==> src/rtl/dmacr_pkg.sv <==
package dmacr_pkg;
    localparam int NCH     = 64;
    localparam int CH_W    = 6;
    localparam int WORD_W  = 32;
    localparam int ADDR_W  = 4;
    localparam int CAUSE_W = 16;

    localparam logic [WORD_W-1:0]  CTRL_MASK  = 32'h8000_000C;
    localparam logic [CAUSE_W-1:0] CAUSE_MASK = 16'hC0FF;

    typedef enum logic [ADDR_W-1:0] {
        A_CTRL    = 4'd0,  A_ESTAT   = 4'd1,
        A_REQ_HI  = 4'd2,  A_REQ_LO  = 4'd3,
        A_EIE_HI  = 4'd4,  A_EIE_LO  = 4'd5,
        A_C_SREQ  = 4'd6,  A_C_CREQ  = 4'd7,
        A_C_SEIE  = 4'd8,  A_C_CEIE  = 4'd9,
        A_C_START = 4'd10, A_C_DCLR  = 4'd11,
        A_IRQ_HI  = 4'd12, A_IRQ_LO  = 4'd13,
        A_ERR_HI  = 4'd14, A_ERR_LO  = 4'd15
    } reg_addr_e;

    typedef enum logic [0:0] {ES_IDLE = 1'b0, ES_HELD = 1'b1} es_state_e;

    typedef struct packed {
        logic [CH_W-1:0]    ch;
        logic [CAUSE_W-1:0] cause;
    } err_rec_t;
endpackage

==> src/rtl/chan_bitmap.sv <==
module chan_bitmap #(
    parameter int NCH    = 64,
    parameter int CH_W   = 6,
    parameter int WORD_W = 32
) (
    input  logic              clk,
    input  logic              rst_n,
    input  logic              wr_hi,
    input  logic              wr_lo,
    input  logic [WORD_W-1:0] wdata,
    input  logic              set_en,
    input  logic              clr_en,
    input  logic [CH_W-1:0]   idx,
    output logic [NCH-1:0]    q
);
    localparam int HI_W = NCH - WORD_W;

    always_ff @(posedge clk) begin
        if (!rst_n) begin
            q <= '0;
        end else begin
            if (wr_hi)  q[NCH-1:WORD_W]  <= wdata[HI_W-1:0];
            if (wr_lo)  q[WORD_W-1:0]    <= wdata;
            if (set_en) q[idx]           <= 1'b1;
            if (clr_en) q[idx]           <= 1'b0;
        end
    end

    // a single-channel command lands on the addressed bit
    p_cmd_set_r3: assert property (@(posedge clk) disable iff (!rst_n)
        set_en |=> q[$past(idx)]);
    p_cmd_clr_r4: assert property (@(posedge clk) disable iff (!rst_n)
        clr_en |=> !q[$past(idx)]);
endmodule

==> src/rtl/pend_bitmap.sv <==
module pend_bitmap #(
    parameter int NCH    = 64,
    parameter int WORD_W = 32
) (
    input  logic              clk,
    input  logic              rst_n,
    input  logic              w1c_hi,
    input  logic              w1c_lo,
    input  logic [WORD_W-1:0] wdata,
    input  logic [NCH-1:0]    ev,
    output logic [NCH-1:0]    clr_mask,
    output logic [NCH-1:0]    q
);
    localparam int HI_W = NCH - WORD_W;

    always_comb begin
        clr_mask = '0;
        if (w1c_hi) clr_mask[NCH-1:WORD_W] = wdata[HI_W-1:0];
        if (w1c_lo) clr_mask[WORD_W-1:0]   = wdata;
    end

    always_ff @(posedge clk) begin
        if (!rst_n) q <= '0;
        else        q <= (q & ~clr_mask) | ev;
    end

    // an event survives a same-cycle clear
    p_event_wins_r8: assert property (@(posedge clk) disable iff (!rst_n)
        (ev != '0) |=> ((q & $past(ev)) == $past(ev)));
    // ones written to the low word clear those bits when no event collides
    p_w1c_lo_r7: assert property (@(posedge clk) disable iff (!rst_n)
        (w1c_lo && ev == '0) |=> ((q[WORD_W-1:0] & $past(wdata)) == '0));
endmodule

==> src/rtl/err_capture.sv <==
module err_capture
    import dmacr_pkg::*;
#(
    parameter int NCH    = 64,
    parameter int CH_W   = 6,
    parameter int WORD_W = 32
) (
    input  logic               clk,
    input  logic               rst_n,
    input  logic               ev_vld,
    input  logic [CH_W-1:0]    ev_ch,
    input  logic [CAUSE_W-1:0] ev_cause,
    input  logic [NCH-1:0]     clr_mask,
    output logic [WORD_W-1:0]  status
);
    localparam int VLD_BIT = WORD_W - 1;
    localparam int CH_LSB  = 8;

    es_state_e state_q, state_d;
    err_rec_t  rec_q;
    logic      release_hit;
    logic      load;

    assign release_hit = (state_q == ES_HELD) && clr_mask[rec_q.ch]
                         && !(ev_vld && ev_ch == rec_q.ch);
    assign load = ev_vld && ((state_q == ES_IDLE) || release_hit);

    always_comb begin
        state_d = state_q;
        unique case (state_q)
            ES_IDLE: if (ev_vld)      state_d = ES_HELD;                      // capture
            ES_HELD: if (release_hit) state_d = ev_vld ? ES_HELD : ES_IDLE;   // recapture / release
        endcase
    end

    always_ff @(posedge clk) begin
        if (!rst_n) begin
            state_q <= ES_IDLE;
            rec_q   <= '0;
        end else begin
            state_q <= state_d;
            if (load)             rec_q <= '{ch: ev_ch, cause: ev_cause & CAUSE_MASK};
            else if (release_hit) rec_q <= '0;
        end
    end

    always_comb begin
        status = '0;
        if (state_q == ES_HELD) begin
            status[CAUSE_W-1:0]             = rec_q.cause;
            status[CH_LSB +: CH_W]          = rec_q.ch;
            status[VLD_BIT]                 = 1'b1;
        end
    end

    // first error captured, then frozen
    p_capture_r9: assert property (@(posedge clk) disable iff (!rst_n)
        (state_q == ES_IDLE && ev_vld) |=> (status[VLD_BIT] && status[CH_LSB +: CH_W] == $past(ev_ch)));
    p_hold_first_r9: assert property (@(posedge clk) disable iff (!rst_n)
        (state_q == ES_HELD && !clr_mask[rec_q.ch]) |=> ($stable(status) && status[VLD_BIT]));
    // clearing the held channel without a new error frees the word
    p_release_r10: assert property (@(posedge clk) disable iff (!rst_n)
        (state_q == ES_HELD && clr_mask[rec_q.ch] && !ev_vld) |=> (status == '0));
endmodule

==> src/rtl/dma_chreg_bank.sv <==
module dma_chreg_bank
    import dmacr_pkg::*;
(
    input  logic                clk,
    input  logic                rst_n,
    input  logic                bus_wr,
    input  logic [ADDR_W-1:0]   bus_addr,
    input  logic [WORD_W-1:0]   bus_wdata,
    output logic [WORD_W-1:0]   bus_rdata,
    input  logic [NCH-1:0]      ev_done,
    input  logic                ev_err_vld,
    input  logic [CH_W-1:0]     ev_err_ch,
    input  logic [CAUSE_W-1:0]  ev_err_cause,
    output logic [NCH-1:0]      req_en,
    output logic [NCH-1:0]      err_ie,
    output logic [NCH-1:0]      start_pulse,
    output logic [NCH-1:0]      done_clr_pulse,
    output logic                dyn_clk_en,
    output logic                rr_group,
    output logic                rr_chan,
    output logic                irq
);
    localparam int CMD_W = 8;
    localparam logic [NCH-1:0] ONE = {{(NCH-1){1'b0}}, 1'b1};

    logic [CH_W-1:0]   cmd_idx;
    logic              cmd_ok;
    logic [NCH-1:0]    cmd_onehot;
    logic [NCH-1:0]    err_ev_vec;
    logic [NCH-1:0]    irq_pend, err_pend, irq_clr, err_clr;
    logic [WORD_W-1:0] ctrl_q, estat;

    function automatic logic wr_at(input reg_addr_e a);
        return bus_wr && (bus_addr == a);
    endfunction

    assign cmd_idx    = bus_wdata[CH_W-1:0];
    assign cmd_ok     = (bus_wdata[CMD_W-1:CH_W] == '0);
    assign cmd_onehot = ONE << cmd_idx;
    assign err_ev_vec = ev_err_vld ? (ONE << ev_err_ch) : '0;

    chan_bitmap #(.NCH(NCH), .CH_W(CH_W), .WORD_W(WORD_W)) u_req (
        .clk(clk), .rst_n(rst_n),
        .wr_hi(wr_at(A_REQ_HI)), .wr_lo(wr_at(A_REQ_LO)), .wdata(bus_wdata),
        .set_en(wr_at(A_C_SREQ) && cmd_ok), .clr_en(wr_at(A_C_CREQ) && cmd_ok),
        .idx(cmd_idx), .q(req_en));

    chan_bitmap #(.NCH(NCH), .CH_W(CH_W), .WORD_W(WORD_W)) u_eie (
        .clk(clk), .rst_n(rst_n),
        .wr_hi(wr_at(A_EIE_HI)), .wr_lo(wr_at(A_EIE_LO)), .wdata(bus_wdata),
        .set_en(wr_at(A_C_SEIE) && cmd_ok), .clr_en(wr_at(A_C_CEIE) && cmd_ok),
        .idx(cmd_idx), .q(err_ie));

    pend_bitmap #(.NCH(NCH), .WORD_W(WORD_W)) u_irqp (
        .clk(clk), .rst_n(rst_n),
        .w1c_hi(wr_at(A_IRQ_HI)), .w1c_lo(wr_at(A_IRQ_LO)), .wdata(bus_wdata),
        .ev(ev_done), .clr_mask(irq_clr), .q(irq_pend));

    pend_bitmap #(.NCH(NCH), .WORD_W(WORD_W)) u_errp (
        .clk(clk), .rst_n(rst_n),
        .w1c_hi(wr_at(A_ERR_HI)), .w1c_lo(wr_at(A_ERR_LO)), .wdata(bus_wdata),
        .ev(err_ev_vec), .clr_mask(err_clr), .q(err_pend));

    err_capture #(.NCH(NCH), .CH_W(CH_W), .WORD_W(WORD_W)) u_es (
        .clk(clk), .rst_n(rst_n),
        .ev_vld(ev_err_vld), .ev_ch(ev_err_ch), .ev_cause(ev_err_cause),
        .clr_mask(err_clr), .status(estat));

    always_ff @(posedge clk) begin
        if (!rst_n) begin
            ctrl_q         <= '0;
            start_pulse    <= '0;
            done_clr_pulse <= '0;
        end else begin
            if (wr_at(A_CTRL)) ctrl_q <= bus_wdata & CTRL_MASK;
            start_pulse    <= (wr_at(A_C_START) && cmd_ok) ? cmd_onehot : '0;
            done_clr_pulse <= (wr_at(A_C_DCLR)  && cmd_ok) ? cmd_onehot : '0;
        end
    end

    assign dyn_clk_en = ctrl_q[31];
    assign rr_group   = ctrl_q[3];
    assign rr_chan    = ctrl_q[2];
    assign irq        = (|irq_pend) | (|(err_pend & err_ie));

    always_comb begin
        unique case (reg_addr_e'(bus_addr))
            A_CTRL:   bus_rdata = ctrl_q;
            A_ESTAT:  bus_rdata = estat;
            A_REQ_HI: bus_rdata = req_en[NCH-1:WORD_W];
            A_REQ_LO: bus_rdata = req_en[WORD_W-1:0];
            A_EIE_HI: bus_rdata = err_ie[NCH-1:WORD_W];
            A_EIE_LO: bus_rdata = err_ie[WORD_W-1:0];
            A_IRQ_HI: bus_rdata = irq_pend[NCH-1:WORD_W];
            A_IRQ_LO: bus_rdata = irq_pend[WORD_W-1:0];
            A_ERR_HI: bus_rdata = err_pend[NCH-1:WORD_W];
            A_ERR_LO: bus_rdata = err_pend[WORD_W-1:0];
            default:  bus_rdata = '0;
        endcase
    end

    // strobes are at most one channel wide
    p_start_onehot_r5: assert property (@(posedge clk) disable iff (!rst_n)
        $onehot0(start_pulse) && $onehot0(done_clr_pulse));
    // malformed command writes change nothing
    p_bad_cmd_ignored_r6: assert property (@(posedge clk) disable iff (!rst_n)
        (bus_wr && bus_addr >= A_C_SREQ && bus_addr <= A_C_DCLR && !cmd_ok)
        |=> ($stable(req_en) && $stable(err_ie) && start_pulse == '0 && done_clr_pulse == '0));
endmodule

==> config.mk <==
export PLATFORM = sky130hd
export DESIGN_NAME = dma_chreg_bank
export DESIGN_NICKNAME = d
export VERILOG_FILES = /design/src/rtl/dmacr_pkg.sv /design/src/rtl/chan_bitmap.sv /design/src/rtl/pend_bitmap.sv /design/src/rtl/err_capture.sv /design/src/rtl/dma_chreg_bank.sv
export SDC_FILE = /design/constraint.sdc
export NUM_CORES = 1
export LEC_CHECK = 0
export BUFFER_PORTS_ARGS = -buffer_cell sky130_fd_sc_hd__buf_2
export CAP_MARGIN = 20
export CORE_UTILIZATION = 40
export CTS_BUF_LIST = sky130_fd_sc_hd__clkbuf_16
export CTS_CLUSTER_DIAMETER = 30
export DETAILED_ROUTE_END_ITERATION = 8
export PLACE_DENSITY = 0.76
export SYNTH_ARGS = -nofsm -noshare
export SYNTH_HDL_FRONTEND = slang
export SYNTH_SLANG_ARGS = --single-unit
export TNS_END_PERCENT = 100
==> constraint.sdc <==
create_clock -name clk -period 2.1 [get_ports clk]
set_input_delay 0.21 -clock clk [delete_from_list [all_inputs] [get_ports clk]]
set_output_delay 0.21 -clock clk [all_outputs]
set_load 0.005 [all_outputs]
==> results.ini, run 1 <==
[status]
outcome=finished, violations left
violations=design-rule violations, negative setup slack

[power_and_ir_drop]
pwr-share-clk_pct=58.8
swShare_pct=27.2
ir_drop_mv=0.841
internal_power_mw=17.6
total_power_mw=24.1
power.share.sequential_pct=33.4
p_switching_mw=6.56
powerDensity_nw_per_um2=896
combPwrFrac_pct=7.8
p_leak_nw=10.8

[synth]
synthFlopType=dfxtp_1
synth_edf_count=0
synth_nets=2549
yosysWarnings=0
synthesis.area_um2=18200
synth_seq_cells=404
async_flop_share_pct=0
seq_area_frac_synth_pct=44.5
syn_avg_cell_area_um2=7.50
synthCells=2423
synth_cell_types=61

[placed_design]
portBuffers=411
dp_slack_ps=-498
dp.cells=3452
placed_area_um2=22300
hpwl_um=73600
gp_congestion=1.03

[floorplanning]
die_x_um=215
row_count=77
dieArea_um2=46300
pin_count=418
core_um2=44500
start_util_pct=40.9
fp.dieH_um=215

[hold_path]
hold_class=in -> reg

[sta]
hold_viol=0
hold-worst-slack_ps=60.9
clock.fmax_mhz=383
finClkSkew_ps=4.62
min_period_ps=2610
worstMarginPinSlew_ps=603
rsz0062_at_grt=yes
setup_ws_ps=-511
relSlewSlack_pct=59.7
setup_viol=24
slew_viol_final=0
period_share_pct=124

[grt]
antenna_found_initial=4
grt_pass1_wl_um=143000
first_global_vias=21016
grt_util_all_layers_pct=41.9
grt_max_degree=70
grt.overflow.total=0

[detailed_routing]
wirelength_um=100000
first_iter_violations=3577
first_pass_iters=9
vias=22694
ant_nets=0
avgRoutedWirePerCell_um=27.0
drc=1
via_per_inst=6.11

[final_layout]
regArea_um2=8130
fin_cells=3715
drive_above_1_share_pct=29.9
fillCellCount=3925
area_growth_pct=48.1
multi_input_area_um2=9660
fin_area_um2=26900
nets=3170

[clock_tree]
worstSkewPairLatency_ps=630
cts_tree=built
root_buffer=clkbuf_16
clock_path_buffers=3
cts.clk_slew.worst_paths_ps=60
h-tree-depth=3
clkSinkCount=404
cts_made_buffers=93

[worst_setup_path]
cp-start-kind=flip-flop
worst-setup-path-type=reg -> reg
endpoint_kind=flip-flop
arrival_ps=3160
critical_path_required_ps=2650
cp_max_fo=7

[flow_run]
maxCapViolations=0

routing by layer:
layer	vias to the layer above	global-route usage, %	wire length (um)
met2	1982	60.3	41200
met5	-	0	13
met3	398	13.0	14700
met1	10694	56.1	38500
met4	2	21.3	5950
li1	9618	-	-
sequential cells by signal (all words and copies together), names as in the netlist:
signal and cells:
u_es.rec_q 16, ctrl_q 3, u_es.state_q 1, u_irqp.q 64
u_eie.q 64, u_errp.q 64, u_req.q 64, start_pulse 64
done_clr_pulse 64
final timing paths:
check / slack (ps) / to / depth (start not counted) / startpoint
max: -510 / u_es.rec_q[6] / 11 / u_es.rec_q[16]
min: 60 / u_eie.q[48] / 4 / bus_wdata[16]
max reg2reg: -510 / u_es.rec_q[6] / 11 / u_es.rec_q[16]
min reg2reg: 490 / u_es.rec_q[7] / 2 / u_es.rec_q[7]
area by class of cell:
cell class	instances	share of cell area, %
Clock inverter	78	2.79
Inverter	17	0.237
Timing Repair Buffer	745	19.4
Clock buffer	94	8.74
Sequential cell	404	30.2
Multi-Input combinational cell	1783	35.9
Tap cell	592	2.75
Antenna cell	2	0.0186
cell families (layout without fill, tap and decap cells):
kind of cell    after synthesis  count (layout)  share of synthesized area [%]
simple gates               1181            1181                           28.1
xor+xnor                      6               6                          0.289
mux                          13              13                           1.14
flops                       404             404                           44.5
compound gates              583             583                           20.7
buf+inv                     236             934                           5.20
other cells                   0               2                              0
synth_stat cells (17+ instances only):
cell	instances	share of area (%)
a22o_1	45	2.2
nand3_1	60	1.7
nand4_1	17	0.58
clkbuf_1	187	3.9
a21oi_1	129	3.6
nor2b_1	134	4.6
inv_1	17	0.35
nor4_1	20	0.69
a31oi_1	128	4.4
a22oi_1	67	2.8
nand2_1	625	13
nor2_1	270	5.6
o21ai_0	129	3.6
buf_1	19	0.39
dfxtp_1	404	44
a221oi_1	46	2.2
cells in the final DEF, fill, tap and decap left out, types with 14 or more instances in the layout:
master         count
nor4_1            14
a22oi_1           66
buf_2            410
buf_6             18
nor2b_1          134
buf_12            31
nand3_1           48
nor2_1           267
a22o_1            42
a221oi_1          24
buf_4            206
dfxtp_2           19
dfxtp_1          381
nand4_1           17
clkbuf_16         94
dlygate4sd3_1     80
a221oi_2          18
o21ai_0          129
a21oi_1          129
a31oi_1          128
nand2_1          625
inv_1             25
power groups by stage:
stage | registers, mW | clock network (mW) | logic, mW
2_1_floorplan | 8.08 | 0 | 0.784
3_3_place_gp | 8.17 | 0 | 1.55
3_5_place_dp | 8.18 | 0 | 1.56
4_1_cts | 8.04 | 14.1 | 1.77
5_1_grt | 8.05 | 14.6 | 1.94
6_report | 8.05 | 14.2 | 1.89
metrics by stage:
stage          util [%]  TNS [ps]
2_1_floorplan         -      -443
3_5_place_dp       50.2     -8100
4_1_cts            60.1     -6320
6_report           60.5     -8720
3_3_place_gp       50.2     -7350
5_1_grt            60.5     -8320
what timing repair did:
action,in CTS,in global routing
hold buffers,80,0
resized for setup,82,39
gates cloned,2,0
pin swaps,26,26
setup endpoints to repair,38,31
buffers inserted,7,1
hold endpoints to repair,86,0
worst max-delay path, stage by stage (launching register included):
cell,delay [ps]
dfxtp_2,330
buf_6,150
buf_6,110
mux4_2,620
mux2i_1,220
o31a_1,190
o31ai_2,80
o21ai_2,200
o221ai_4,160
buf_6,160
buf_12,140
o22ai_4,150
Power figures use the tool's default switching activity.
==> run 2: changes to the inputs <==
--- a/config.mk
+++ b/config.mk
@@ -5,13 +5,14 @@
 export SDC_FILE = /design/constraint.sdc
 export NUM_CORES = 1
 export LEC_CHECK = 0
+export ABC_AREA = 1
 export BUFFER_PORTS_ARGS = -buffer_cell sky130_fd_sc_hd__buf_2
 export CAP_MARGIN = 20
 export CORE_UTILIZATION = 40
 export CTS_BUF_LIST = sky130_fd_sc_hd__clkbuf_16
 export CTS_CLUSTER_DIAMETER = 30
 export DETAILED_ROUTE_END_ITERATION = 8
-export PLACE_DENSITY = 0.76
+export PLACE_DENSITY = 0.72
 export SYNTH_ARGS = -nofsm -noshare
 export SYNTH_HDL_FRONTEND = slang
 export SYNTH_SLANG_ARGS = --single-unit
==> run 2 against run 1 <==
Net effect: the flow finishes with violations (negative setup slack); synthesized cell count grew 1.1%; die area about the same; register-to-register slack improved by 650 ps; flip-flop and latch count stayed put; non-clock buffer count decreased by 47; critical endpoint is now irq.
==> results.ini, run 2 <==
[final_layout]
nets=3197  ; +0.85%
fin_cells=3746  ; +0.83%
drive_above_1_share_pct=28.0  ; -1.9 points
final_util_pct=60.4  ; about the same
layout_commonest_cell=nor2_1
area_growth_pct=48.0  ; about the same
most-common-layout-cells=nor2_1, buf_2, dfxtp_1

[grt]
grt_pass1_wl_um=134000  ; -6.5%
first_global_vias=21710  ; +3.3%
antenna_found_initial=4  ; unchanged
grt_max_degree=110  ; +57%
grt.overflow.total=0  ; unchanged
grt_util_all_layers_pct=38.2  ; -3.7 points

[sta]
setup_ws_ps=-535  ; -24.7 ps
slew_viol_final=0  ; unchanged
clock.fmax_mhz=379  ; -0.94%
period_share_pct=125  ; +1.2 points
relSlewSlack_pct=57.9  ; -1.8 points
finClkSkew_ps=4.92  ; +0.305 ps
rsz0062_at_grt=yes
setup_tns_ps=-706  ; +8010 ps
worstMarginPinSlew_ps=631  ; +27.9 ps
hold_viol=0  ; unchanged
setup_viol=5  ; -79%
min_period_ps=2640  ; +24.7 ps

[synth]
seq_area_frac_synth_pct=44.5  ; about the same
yosysWarnings=0  ; unchanged
synthesis.area_um2=18200  ; about the same
netlist.top_cell.by_area=dfxtp_1
syn_avg_cell_area_um2=7.42  ; -1.1%
synth_edf_count=0  ; unchanged
yosysMostFrequentCell=nor2_1
synth_nets=2575  ; +1.0%
synthFlopType=dfxtp_1
synth_cell_types=37  ; -39%
synthCells=2449  ; +1.1%
synth_top_area_share_pct=44.5  ; about the same
synth_area_leaders=dfxtp_1, nor2_1, a221oi_1
async_flop_share_pct=0  ; unchanged
synthTopCellsByCount=nor2_1, dfxtp_1, inv_1, o21ai_0, nand2_1
synth_seq_cells=404  ; unchanged

[worst_setup_path]
critical_path_required_ps=1890  ; -760 ps
arrival_ps=2430  ; -730 ps
cp_max_fo=3  ; -4
critPathSlowestCell=dfxtp_1
rr_startpoint=u_es.rec_q[16]
max_stage_delay_ps=340  ; -280 ps
critical_path.top_delay_family=simple AND/OR/NAND/NOR gates
cp-start-kind=flip-flop
endpoint_kind=output pin
critPathBufInv=3  ; -1
crit_start=u_irqp.q[5]
crit_chain=nor4_4, buf_4, nand4_1, buf_6, nor4_4, nand4_1, buf_2
worst-setup-path-type=reg -> out

[floorplanning]
pin_count=418  ; unchanged
dieArea_um2=46300  ; about the same
die_x_um=215  ; about the same
fp.dieH_um=215  ; about the same
row_count=77  ; unchanged
start_util_pct=40.8  ; about the same
core_um2=44500  ; unchanged

[clock_tree]
root_buffer=clkbuf_16
cts_tree=built
worstSkewPairLatency_ps=620  ; about the same
cts.clk_slew.worst_paths_ps=50  ; about the same
h-tree-depth=3  ; unchanged
clkSinkCount=404  ; unchanged
cts_made_buffers=95  ; +2.2%
clock_path_buffers=3  ; unchanged

[detailed_routing]
vias=22311  ; -1.7%
drc=0  ; -1
via_per_inst=5.96  ; -2.5%
avgRoutedWirePerCell_um=24.3  ; -10%
first_pass_iters=7  ; -2
ant_nets=0  ; unchanged
wirelength_um=91100  ; -9.3%
first_iter_violations=3006  ; -16%

[placed_design]
portBuffers=411  ; unchanged
dp_slack_ps=-130  ; +368 ps
dp.cells=3466  ; +0.41%
gp_congestion=1.00  ; -3.2%
hpwl_um=64500  ; -12%

[flow_run]
maxCapViolations=0  ; unchanged

[power_and_ir_drop]
ir_drop_mv=0.791  ; -5.9%
swShare_pct=24.8  ; -2.4 points
power.share.sequential_pct=31.8  ; -1.6 points
p_switching_mw=6.25  ; -4.8%
internal_power_mw=18.9  ; +7.7%
p_leak_nw=11.5  ; +6.1%
powerDensity_nw_per_um2=935  ; +4.4%
combPwrFrac_pct=7.0  ; -0.8 points
pwr-share-clk_pct=61.2  ; +2.4 points

[hold_path]
hold_start=bus_wdata[27]
hold_class=in -> reg

[status]
outcome=finished, violations left
violations=negative setup slack

run 2: cell type report:
| class | instances | area (um^2) |
|---|---|---|
| clock inverter | 81 | 946 |
| timing repair buffer | 698 | 4800 |
| tap | 592 | 741 |
| fill | 3964 | 17600 |
| inverter | 257 | 975 |
| multi-input combinational | 1615 | 8890 |
| sequential | 404 | 8110 |
| antenna | 2 | 5.00 |
| clock buffer | 97 | 2430 |
run 2: power groups by stage:
stage	combinational, mW	sequential, mW	clock (mW)
6_report	1.76	8.00	15.4
2_1_floorplan	0.765	8.07	0
5_1_grt	1.85	8.00	15.9
3_5_place_dp	1.51	8.12	0
3_3_place_gp	1.49	8.12	0
4_1_cts	1.68	7.99	15.4
run 2: what timing repair did:
item / 4_1_cts / 5_1_grt
gates resized for setup: 60 / 42
endpoints found under the hold margin: 101 / 0
hold buffers: 100 / 0
cloned: 0 / 0
setup endpoints to repair: 27 / 40
pin swaps: 12 / 9
buffers inserted: 2 / 2
run 2: cells by family after synthesis:
family | Yosys count | share of synthesized area (%)
AOI/OAI and AO/OA | 688 | 24.7
buffers and inverters | 430 | 9.11
and+or+nand+nor | 926 | 21.6
xor gates and xnor gates | 1 | 0.0482
DFF | 404 | 44.5
run 2: routing by layer:
metal | vias up | GRT usage [%] | wire (um) | part of all wire [%]
met2 | 1634 | 63.0 | 42600 | 47
met5 | - | 0 | 23 | 0.025
met3 | 379 | 8.37 | 8950 | 9.8
li1 | 9800 | - | - | -
met4 | 4 | 24.9 | 6240 | 6.8
met1 | 10494 | 44.8 | 33300 | 37
run 2: metrics by stage:
step           hold WS (ps)  power, mW  instance area, um^2
2_1_floorplan           344       8.83                18200
3_3_place_gp            450       9.60                22000
3_5_place_dp            450       9.63                22000
4_1_cts                15.8       25.1                26700
5_1_grt                43.7       25.7                26900
6_report               35.6       25.2                26900
run 2: worst register-to-register path, cell delays in order, from the launching register on:
cell and delay, ps:
dfxtp_1 370, buf_8 250, nand4_1 150, nand3_1 110
nand3_1 80, nand3_1 90, nand3_1 100, nand3_2 110
nand3_4 100, nand2_4 230, nand3_1 130, a21oi_1 160
run 2: path summary, 6_finish.rpt:
kind / endpoint / cells past startpoint / slack [ps]
worst max-delay path: irq / 7 / -540
worst min-delay path: u_errp.q[59] / 4 / 40
worst max register to register: u_es.rec_q[19] / 11 / 140
worst min register to register: u_errp.q[46] / 2 / 460
